### src/rtl/tm_fifo_regs.sv
module tm_fifo_regs #(
  parameter int EXEC_CYCLES = 4,
  parameter int MAX_CMD     = 64,
  parameter int MAX_RSP     = 32,
  parameter logic [15:0] VENDOR_ID = 16'h1D0A,
  parameter logic [15:0] DEVICE_ID = 16'h0042
) (
  input  logic        clk,
  input  logic        rst_n,
  input  logic        bus_wr,
  input  logic        bus_rd,
  input  logic [1:0]  bus_sel,
  input  logic [31:0] bus_wdata,
  output logic [31:0] bus_rdata,
  input  logic [15:0] rsp_len
);
  localparam int TW = $clog2(EXEC_CYCLES + 1);
  localparam logic [1:0] SEL_CTL = 2'd0, SEL_STS = 2'd1, SEL_DAT = 2'd2;

  typedef enum logic [2:0] {PH_IDLE, PH_FILL, PH_EXEC, PH_RESP, PH_DONE} phase_t;

  phase_t      phase;
  logic        granted;
  logic [15:0] cnt, rptr, rlen, burst;
  logic [7:0]  hdr [0:5];
  logic [7:0]  rsp_byte;
  logic [TW-1:0] timer;

  wire [31:0] cmd_len  = {hdr[2], hdr[3], hdr[4], hdr[5]};
  wire        hdr_done = cnt >= 16'd6;
  wire        len_ok   = (cmd_len >= 32'd6) && (cmd_len <= 32'(MAX_CMD));
  wire        cmd_owed = (phase == PH_FILL) && (!hdr_done || (len_ok && ({16'b0, cnt} < cmd_len)));
  wire        complete = (phase == PH_FILL) && hdr_done && len_ok && ({16'b0, cnt} == cmd_len);
  wire        rsp_avail = (phase == PH_RESP);
  wire        cmd_ready = (phase == PH_FILL);

  wire ctl_wr = bus_wr && bus_sel == SEL_CTL;
  wire sts_wr = bus_wr && bus_sel == SEL_STS && granted;
  wire dat_wr = bus_wr && bus_sel == SEL_DAT && granted;
  wire dat_rd = bus_rd && bus_sel == SEL_DAT && granted;

  wire [15:0] rsp_clamped = (rsp_len < 16'd6) ? 16'd6 :
                            (rsp_len > 16'(MAX_RSP)) ? 16'(MAX_RSP) : rsp_len;

  logic unused_wbits;
  assign unused_wbits = ^{bus_wdata[31:8], bus_wdata[7], bus_wdata[4:2], bus_wdata[0]};

  always_comb begin
    if (cmd_owed)       burst = hdr_done ? (cmd_len[15:0] - cnt) : (16'd6 - cnt);
    else if (rsp_avail) burst = rlen - rptr;
    else                burst = 16'd0;
  end

  always_comb begin
    if (rptr < 16'd2)       rsp_byte = hdr[rptr[0] ? 1 : 0];
    else if (rptr == 16'd4) rsp_byte = rlen[15:8];
    else if (rptr == 16'd5) rsp_byte = rlen[7:0];
    else if (rptr < 16'd6)  rsp_byte = 8'h00;
    else                    rsp_byte = hdr[0] + rptr[7:0];
  end

  always_comb begin
    case (bus_sel)
      SEL_CTL: bus_rdata = {24'b0, 1'b1, 1'b0, granted, 5'b0};
      SEL_STS: bus_rdata = granted ? {8'b0, burst, 1'b1, cmd_ready, 1'b0, rsp_avail, cmd_owed, 3'b0} : 32'b0;
      SEL_DAT: bus_rdata = (granted && rsp_avail) ? {24'b0, rsp_byte} : 32'b0;
      default: bus_rdata = {DEVICE_ID, VENDOR_ID};
    endcase
  end

  always_ff @(posedge clk or negedge rst_n) begin
    if (!rst_n) begin
      phase   <= PH_IDLE;
      granted <= 1'b0;
      cnt     <= '0;
      rptr    <= '0;
      rlen    <= '0;
      timer   <= '0;
      for (int i = 0; i < 6; i++) hdr[i] <= 8'h00;
    end else begin
      if (phase == PH_EXEC) begin
        if (timer == '0) phase <= PH_RESP;
        else             timer <= timer - 1'b1;
      end
      if (dat_wr && cmd_owed) begin
        if (cnt < 16'd6) hdr[cnt[2:0]] <= bus_wdata[7:0];
        cnt <= cnt + 16'd1;
      end
      if (dat_rd && rsp_avail) begin
        rptr <= rptr + 16'd1;
        if (rptr == rlen - 16'd1) phase <= PH_DONE;
      end
      if (sts_wr && bus_wdata[6]) begin
        phase <= PH_FILL;
        cnt   <= '0;
        rptr  <= '0;
      end else if (sts_wr && bus_wdata[5] && complete) begin
        phase <= PH_EXEC;
        timer <= TW'(EXEC_CYCLES - 1);
        rlen  <= rsp_clamped;
        rptr  <= '0;
      end
      if (ctl_wr) begin
        if (bus_wdata[5] && granted) begin
          granted <= 1'b0;
          phase   <= PH_IDLE;
          cnt     <= '0;
          rptr    <= '0;
        end else if (bus_wdata[1]) begin
          granted <= 1'b1;
        end
      end
    end
  end

  assert_release_R2: assert property (@(posedge clk) disable iff (!rst_n)
    (ctl_wr && bus_wdata[5] && granted) |=> (!granted && phase == PH_IDLE));

  assert_expect_drop_R5: assert property (@(posedge clk) disable iff (!rst_n)
    ($fell(cmd_owed) && phase == PH_FILL) |-> (!len_ok || {16'b0, cnt} == cmd_len));

  assert_burst_source_R6: assert property (@(posedge clk) disable iff (!rst_n)
    (burst != 16'd0) |-> (cmd_owed || rsp_avail));

  assert_ignored_write_R7: assert property (@(posedge clk) disable iff (!rst_n)
    (dat_wr && !cmd_owed) |=> $stable(cnt));

  assert_go_start_R9: assert property (@(posedge clk) disable iff (!rst_n)
    (sts_wr && !bus_wdata[6] && bus_wdata[5] && complete) |=> (phase == PH_EXEC));

  assert_last_byte_R11: assert property (@(posedge clk) disable iff (!rst_n)
    (dat_rd && !bus_wr && rsp_avail && rptr == rlen - 16'd1) |=> !rsp_avail);

  assert_idle_read_R11: assert property (@(posedge clk) disable iff (!rst_n)
    (dat_rd && !bus_wr && !rsp_avail) |=> $stable(rptr));
endmodule

### config.mk
export PLATFORM = sky130hd
export DESIGN_NAME = tm_fifo_regs
export DESIGN_NICKNAME = d
export VERILOG_FILES = /design/src/rtl/tm_fifo_regs.sv
export SDC_FILE = /design/constraint.sdc
export NUM_CORES = 1
export LEC_CHECK = 0
export BUFFER_PORTS_ARGS = -buffer_cell sky130_fd_sc_hd__buf_4
export CAP_MARGIN = 20
export CORE_MARGIN = 2
export CORE_UTILIZATION = 65
export CTS_CLUSTER_SIZE = 20
export DETAILED_ROUTE_END_ITERATION = 7
export GPL_TIMING_DRIVEN = 0
export HOLD_SLACK_MARGIN = 0.05
export PLACE_DENSITY_LB_ADDON = 0.1
export SYNTH_ARGS = -nofsm -noshare
export SYNTH_HDL_FRONTEND = slang
export SYNTH_SLANG_ARGS = --single-unit
### constraint.sdc
create_clock -name clk -period 9.7 [get_ports clk]
set_input_delay 1.94 -clock clk [delete_from_list [all_inputs] [get_ports clk]]
set_output_delay 1.94 -clock clk [all_outputs]
set_load 0.05 [all_outputs]
==> out/results.tsv, run 1 <==
metric	value	unit
start_util	66.6	%
cts_resized	0	
grt_usage	34.2	%
io_buffers	52	
overflow	0	
place_congestion	1.01	
synth_warnings	0	
cts_root_buffer	clkbuf_16	
cts.sinks	103	
htreeDepth	3	
yosysSeqAreaShare	32.1	%
fin_skew	8.66	ps
r2r_start	cnt[2]	
switching_share	42.0	%
synthArstFlopShare	100	%
status	finished, final reports clean	
hold_viol_final	0	
netlist-cell-type-count	66	
antenna_found_initial	0	
rsz0062_at_grt	no	
drt_iter0_markers	718	
synth-simple-area-share	20.5	%
syn_avg_cell_area	8.87	um2
rrSetupSlack	5810	ps
crit_type	flip-flop to primary output	
vias_per_cell	6.17	
final_cells	1150	
path_clk_slew	80	ps
clock_power_share	21.0	%
p_int	1.05	mW
p_per_area	200	nW/um2
grt_pass1_vias	6717	
required	7760	ps
hp-class	flip-flop to flip-flop	
placed_cell_area	8690	um2
synthMuxAreaShare	8.94	%
die_area	13300	um2
p_seq_share	32.7	%
fin_crit_sh	64.3	%
post-cts-setup-buffers	0	
coreArea	12100	um2
max_clock_freq	160	MHz
maxSlewViolCount	0	
synth_seq_cells	103	
ios	86	
tns	0	ps
synthAdderAreaFrac	10.4	%
tightestPinTransition	820	ps
synth_compound_area_share	14.3	%
diodes	0	
synth_top_family_by_area	simple AND/OR/NAND/NOR gates	
critPathMaxFanout	10	
vdd.ir_drop.worst	0.000164	V
num-nets-final	1096	
switching_power	758	uW
clock_latency	360	ps
r2r_end	hdr[37]	
yosys.area_share.xor_xnor	8.61	%
totalWireLength	21.5	mm
maxCapViolCount	0	
synth_area	8040	um2
hold_depth	1	
leakage	4.11	nW
design_area	9000	um2
row_count	40	
syn_inst	906	
routed-via-count	7094	
min_from	hdr[36]	
ant_nets	0	
holdPathEnd	hdr[36]	
relSlewSlack	45.0	%
cts_buffers	9	
setup_viol	0	
die_h	115	um
post-route-min-period	6240	ps
r2r_cells	11	
drt_first_pass_iters	5	
dp_hpwl	16.4	mm
crit_path_start_kind	flip-flop	
drcViolationCount	0	
routedWlPerCell	18.7	um
power_frac_comb	46.3	%
cp-end-kind	primary output	
grt_max_degree	70	
area_growth	12.0	%
cts_buffer_depth	2	
synth_edf_count	0	
synth_ff_type	dfrtp_1	
arrival	4300	ps
cts_tree	yes	
final_layout_size_suffix_gt1_share	14.5	%
grt_pass1_wl	35.2	mm
die_x	115	um
dpl.cell_count	1134	
hold_buffers	0	
-- cells in the mapped netlist, types with 9 or more instances --
cell type,count,area share [%]
a21o_1,13,1.2
a21oi_1,54,3.4
and2_1,15,1.2
clkbuf_1,24,1.1
dfrtp_1,103,32
ha_1,62,9.7
inv_1,71,3.3
mux2_2,52,7.3
mux2i_1,11,1.4
nand2_1,62,2.9
nand3_1,27,1.7
nand4_1,15,1.2
nor2_1,85,4.0
nor2b_1,9,0.70
nor3_1,26,1.6
nor4_1,24,1.9
o21ai_0,36,2.2
or3_1,9,0.70
xnor2_1,62,6.8
xor2_1,17,1.9
-- power by group through the flow --
stage	sequential, mW	combinational [mW]	clock, mW
after CTS	0.586	0.820	0.380
after global placement	0.590	0.795	0
final	0.590	0.836	0.378
after detailed placement	0.595	0.810	0
after floorplan	0.559	0.642	0
after global routing	0.600	0.919	0.396
-- cell families (layout without fill, tap and decap cells) --
kind of cell,Yosys count,in the layout
simple gates,311,311
compound gates,178,178
buf+inv,104,173
flops,103,103
xor+xnor,79,79
fa+ha+maj,65,65
mux,65,65
other cells,1,8
-- sequential cells by signal (all words and copies together), names as in the netlist --
register	flops
timer	3
granted	1
rlen	16
cnt	16
phase	3
cmd_len	32
rptr	16
hdr	16
-- worst max-delay path: stages, from the launching register on --
cell	delay, ps
dfrtp_1	360
clkbuf_1	460
clkinv_1	410
ha_1	380
clkbuf_1	280
o21a_1	170
o21a_1	110
o21ai_1	110
a31oi_1	540
clkbuf_1	470
a21oi_1	80
a21oi_1	270
nor2_1	80
buf_4	200
-- layout by cell type (no fill, tap or decap), types with 8 or more instances in the layout --
cell and n:
clkbuf_1 24, ha_1 62, o21ai_0 36, a21oi_1 54, a21o_1 13, inv_1 71
dfrtp_1 103, conb_1 8, nand3_1 27, or3_1 9, nor4_1 24, and2_1 15
nand2_1 62, o21a_1 8, nor3_1 26, nor2b_1 9, xnor2_1 62, mux2_2 52
xor2_1 17, buf_4 60, clkbuf_16 9, nor2_1 85, nand4_1 15, mux2i_1 11
-- final cells by class --
type                       instances  area, um2
fill                             963       3060
inverter                          72        270
tap                              168        210
buffer                            32        150
clock inverter                     7       85.1
multi-input combinational        706       5070
clock buffer                       9        225
timing repair buffer              53        418
sequential                       103       2580
-- per-layer routing --
| metal | part of all wire [%] | track usage, % | up-vias |
|---|---|---|---|
| li1 | - | - | 3356 |
| met1 | 45 | 49.5 | 3368 |
| met2 | 44 | 52.1 | 333 |
| met3 | 9.1 | 6.80 | 37 |
| met4 | 2.1 | 10.4 | 0 |
| met5 | 0 | 0 | - |
-- metrics by stage --
stage / setup WS [ps] / hold slack, ps / utilization, % / power, mW
3_5_place_dp: 3970 / 497 / 72.1 / 1.41
4_1_cts: 3600 / 515 / 74.6 / 1.79
3_3_place_gp: 3990 / 493 / 71.8 / 1.38
6_report: 3460 / 509 / 74.6 / 1.80
2_1_floorplan: 3890 / 475 / - / 1.20
5_1_grt: 3220 / 522 / 74.6 / 1.91
-- how the worst max path moves through the flow --
stage / from / to / cells past startpoint
6_report: cnt[2] / bus_rdata[9] / 13
4_1_cts: cnt[2] / bus_rdata[9] / 13
2_1_floorplan: bus_sel[1] / bus_rdata[12] / 5
3_3_place_gp: bus_sel[1] / bus_rdata[21] / 8
3_5_place_dp: bus_sel[1] / bus_rdata[21] / 8
5_1_grt: cnt[2] / bus_rdata[9] / 13
Note: power is estimated with default switching activity, not from simulation.
==> inputs of run 2 (changes only) <==
--- a/config.mk
+++ b/config.mk
@@ -5,10 +5,11 @@
 export SDC_FILE = /design/constraint.sdc
 export NUM_CORES = 1
 export LEC_CHECK = 0
+export ABC_AREA = 1
 export BUFFER_PORTS_ARGS = -buffer_cell sky130_fd_sc_hd__buf_4
 export CAP_MARGIN = 20
 export CORE_MARGIN = 2
-export CORE_UTILIZATION = 65
+export CORE_UTILIZATION = 55
 export CTS_CLUSTER_SIZE = 20
 export DETAILED_ROUTE_END_ITERATION = 7
 export GPL_TIMING_DRIVEN = 0
==> constraint.sdc (replaced) <==
create_clock -name clk -period 5.5 [get_ports clk]
set_input_delay 1.1 -clock clk [delete_from_list [all_inputs] [get_ports clk]]
set_output_delay 1.1 -clock clk [all_outputs]
set_load 0.05 [all_outputs]
==> run 2 against run 1 <==
Core utilization is 12 points lower; sequential share of layout area is 2.8 points lower; critical endpoint is now bus_rdata[13]; final cell count is 42% higher; wire length is 32% higher; sequential power is 54% higher; critical path type unchanged.
==> out/results.tsv, run 2 <==
metric	value	unit	change
arrival	3370	ps	-930 ps
diodes	0		unchanged
grt_pass1_vias	8757		+30%
vdd.ir_drop.worst	0.000241	V	+47%
setup_viol	0		unchanged
syn_inst	1344		+48%
largest_reg_flops	32		unchanged
drt_first_pass_iters	6		+1
cts_resized	0		unchanged
synth_area	8960	um2	+11%
cts_buffers	9		unchanged
die_h	132	um	+14%
yosysMostFrequentCell	nand2_1		
max_clock_freq	223	MHz	
place_congestion	0.975		-3.1%
syn_avg_cell_area	6.67	um2	-25%
dp_hpwl	22.7	mm	+38%
leakage	5.02	nW	+22%
met2_length	13.4	mm	+42%
htreeDepth	3		unchanged
maxCapViolCount	0		unchanged
most-common-layout-cells	nand2_1, nor2_1, inv_1		
wl_met3	1.93	mm	-1.4%
relSlewSlack	50.3	%	+5.3 points
crit_type	flip-flop to primary output		
io_buffers	53		+1.9%
ys_top_cells_by_count	nand2_1, nor2_1, inv_1		
ant_nets	0		unchanged
coreArea	15900	um2	+32%
die_x	132	um	+14%
grt_pass1_wl	45.1	mm	+28%
tns	0	ps	unchanged
fin_crit_sh	81.4	%	
status	finished, final reports clean		
required	4400	ps	-3360 ps
path_clk_slew	80	ps	about the same
m1WireLength	12.0	mm	+24%
area_growth	11.5	%	
ios	86		unchanged
netlist-cell-type-count	48		-27%
p_per_area	300	nW/um2	+50%
cts_tree	yes		
final_layout_size_suffix_gt1_share	8.16	%	-6.3 points
routedWlPerCell	17.4	um	-7.2%
hold_viol_final	0		unchanged
totalWireLength	28.5	mm	+32%
start_util	56.4	%	-10 points
grt_usage	32.9	%	-1.3 points
synthArstFlopShare	100	%	unchanged
worst_path_max_delay_cell	dfrtp_1		
postLayoutSetupSlackWorst	1030	ps	-2430 ps
clock_latency	370	ps	about the same
cp-end-kind	primary output		
cts_buffer_depth	2		unchanged
fin_skew	10.9	ps	+2.19 ps
crit_family	simple AND/OR/NAND/NOR gates		
worst-path-buf-inv	3		-2
row_count	46		+15%
overflow	0		unchanged
dp_slack	1470	ps	-2500 ps
crit_top_cell	nand2_1		
critPathMaxFanout	10		unchanged
yosys.area.top_type	dfrtp_1		
top_register	cmd_len		
synthTopCellsByArea	dfrtp_1, nand2_1, nor2_1		
cts_root_buffer	clkbuf_16		
synth_seq_cells	103		unchanged
grt_max_degree	54		-23%
synth_top_cell_area_share	28.8	%	-3.3 points
synth_ff_type	dfrtp_1		
crit_path_start_kind	flip-flop		
synth_edf_count	0		unchanged
cpPeakStageDelay	440	ps	-100 ps
rsz0062_at_grt	no		
highest_layer	met5		
synth_warnings	0		unchanged
hp-class	flip-flop to flip-flop		
drcViolationCount	0		unchanged
die_area	17300	um2	+31%
tightestPinTransition	743	ps	-76.9 ps
hold_buffers	0		unchanged
drt_iter0_markers	778		+8.4%
maxSlewViolCount	0		unchanged
yosysSeqAreaShare	28.8	%	-3.3 points
num-nets-final	1535		+40%
routed-via-count	9250		+30%
crit_path_cell_trace	inv_1, ha_1, nand2_1, nor2_1, nand2_1, nor2_1, nand2_1, nand2_1, nor2_1, nand2_2, nand2_4, nand2_1, buf_2, nor2_1, a211oi_1, buf_4		
vias_per_cell	5.65		-8.4%
antenna_found_initial	1		+1
post-route-min-period	4470	ps	
mostFrequentLayoutCell	nand2_1		
cts.sinks	103		unchanged
post-cts-setup-buffers	0		unchanged
[run 2: changes by cell type after synthesis, sizes merged, moves of 36 or more]
cell   previous run  this run
a21oi            54        90
inv              71       179
nand3            28        81
xnor2            62        16
nand2            63       295
o21ai            38       108
nor2             85       219
mux2             54         0
[run 2: cell families (layout without fill, tap and decap cells)]
kind of cell             after synthesis  after routing  synth area share, %
buffers and inverters                208            278                 9.51
AO/OA/AOI/OAI                        240            240                 14.6
adder cells (fa/ha/maj)               65             65                 9.33
other                                  1              8               0.0419
flip-flops                           103            103                 28.8
AND/OR/NAND/NOR                      675            675                 32.6
XOR/XNOR                              52             52                 5.24
[run 2: final timing paths]
check	startpoint	to	slack (ps)	cells after the start
hold reg to reg	rlen[0]	rlen[0]	510	2
setup reg to reg	cnt[2]	cmd_len[6]	2430	15
setup / recovery	cnt[13]	bus_rdata[13]	1030	16
hold / removal	rlen[0]	rlen[0]	510	2
min in group asynchronous	rst_n	rptr[14]	780	1
max in group asynchronous	rst_n	cnt[6]	4020	2
[run 2: layer usage]
| metal | track usage [%] | up-vias |
|---|---|---|
| met5 | 0 | - |
| met4 | 13.6 | 2 |
| met3 | 7.18 | 82 |
| met2 | 54.7 | 347 |
| met1 | 41.5 | 4305 |
| li1 | - | 4514 |
[run 2: final cells by class]
cell class	instances	area [um2]
Multi-Input combinational cell	1040	5560
Clock buffer	9	225
Sequential cell	103	2580
Tap cell	216	270
Clock inverter	7	83.8
Buffer	27	173
Fill cell	1593	5890
Inverter	181	679
Timing Repair Buffer	54	425
[run 2: power breakdown]
group | internal [mW] | total, mW | switching (mW)
sequential | 0.816 | 0.907 | 0.0907
clock | 0.324 | 0.664 | 0.340
combinational | 0.432 | 1.42 | 0.993
[run 2: worst reg2reg max path: cells and delay by family, from the launching register on]
family / cells / cell delay (ps)
AO/OA/AOI/OAI: 2 / 320
adder cells (fa/ha/maj): 1 / 440
AND/OR/NAND/NOR: 9 / 1100
flip-flops: 1 / 480
buffers and inverters: 3 / 610
[run 2: through the flow]
step,power [mW],utilization (%),instance area (um2),hold WS (ps),cells
after floorplan,1.87,-,8990,459,1351
after global placement,2.30,60.8,9650,476,1620
after detailed placement,2.30,60.9,9680,489,1621
after CTS,2.97,62.9,9990,507,1637
after global routing,3.20,62.9,9990,544,1637
final,3.00,62.9,9990,505,1637
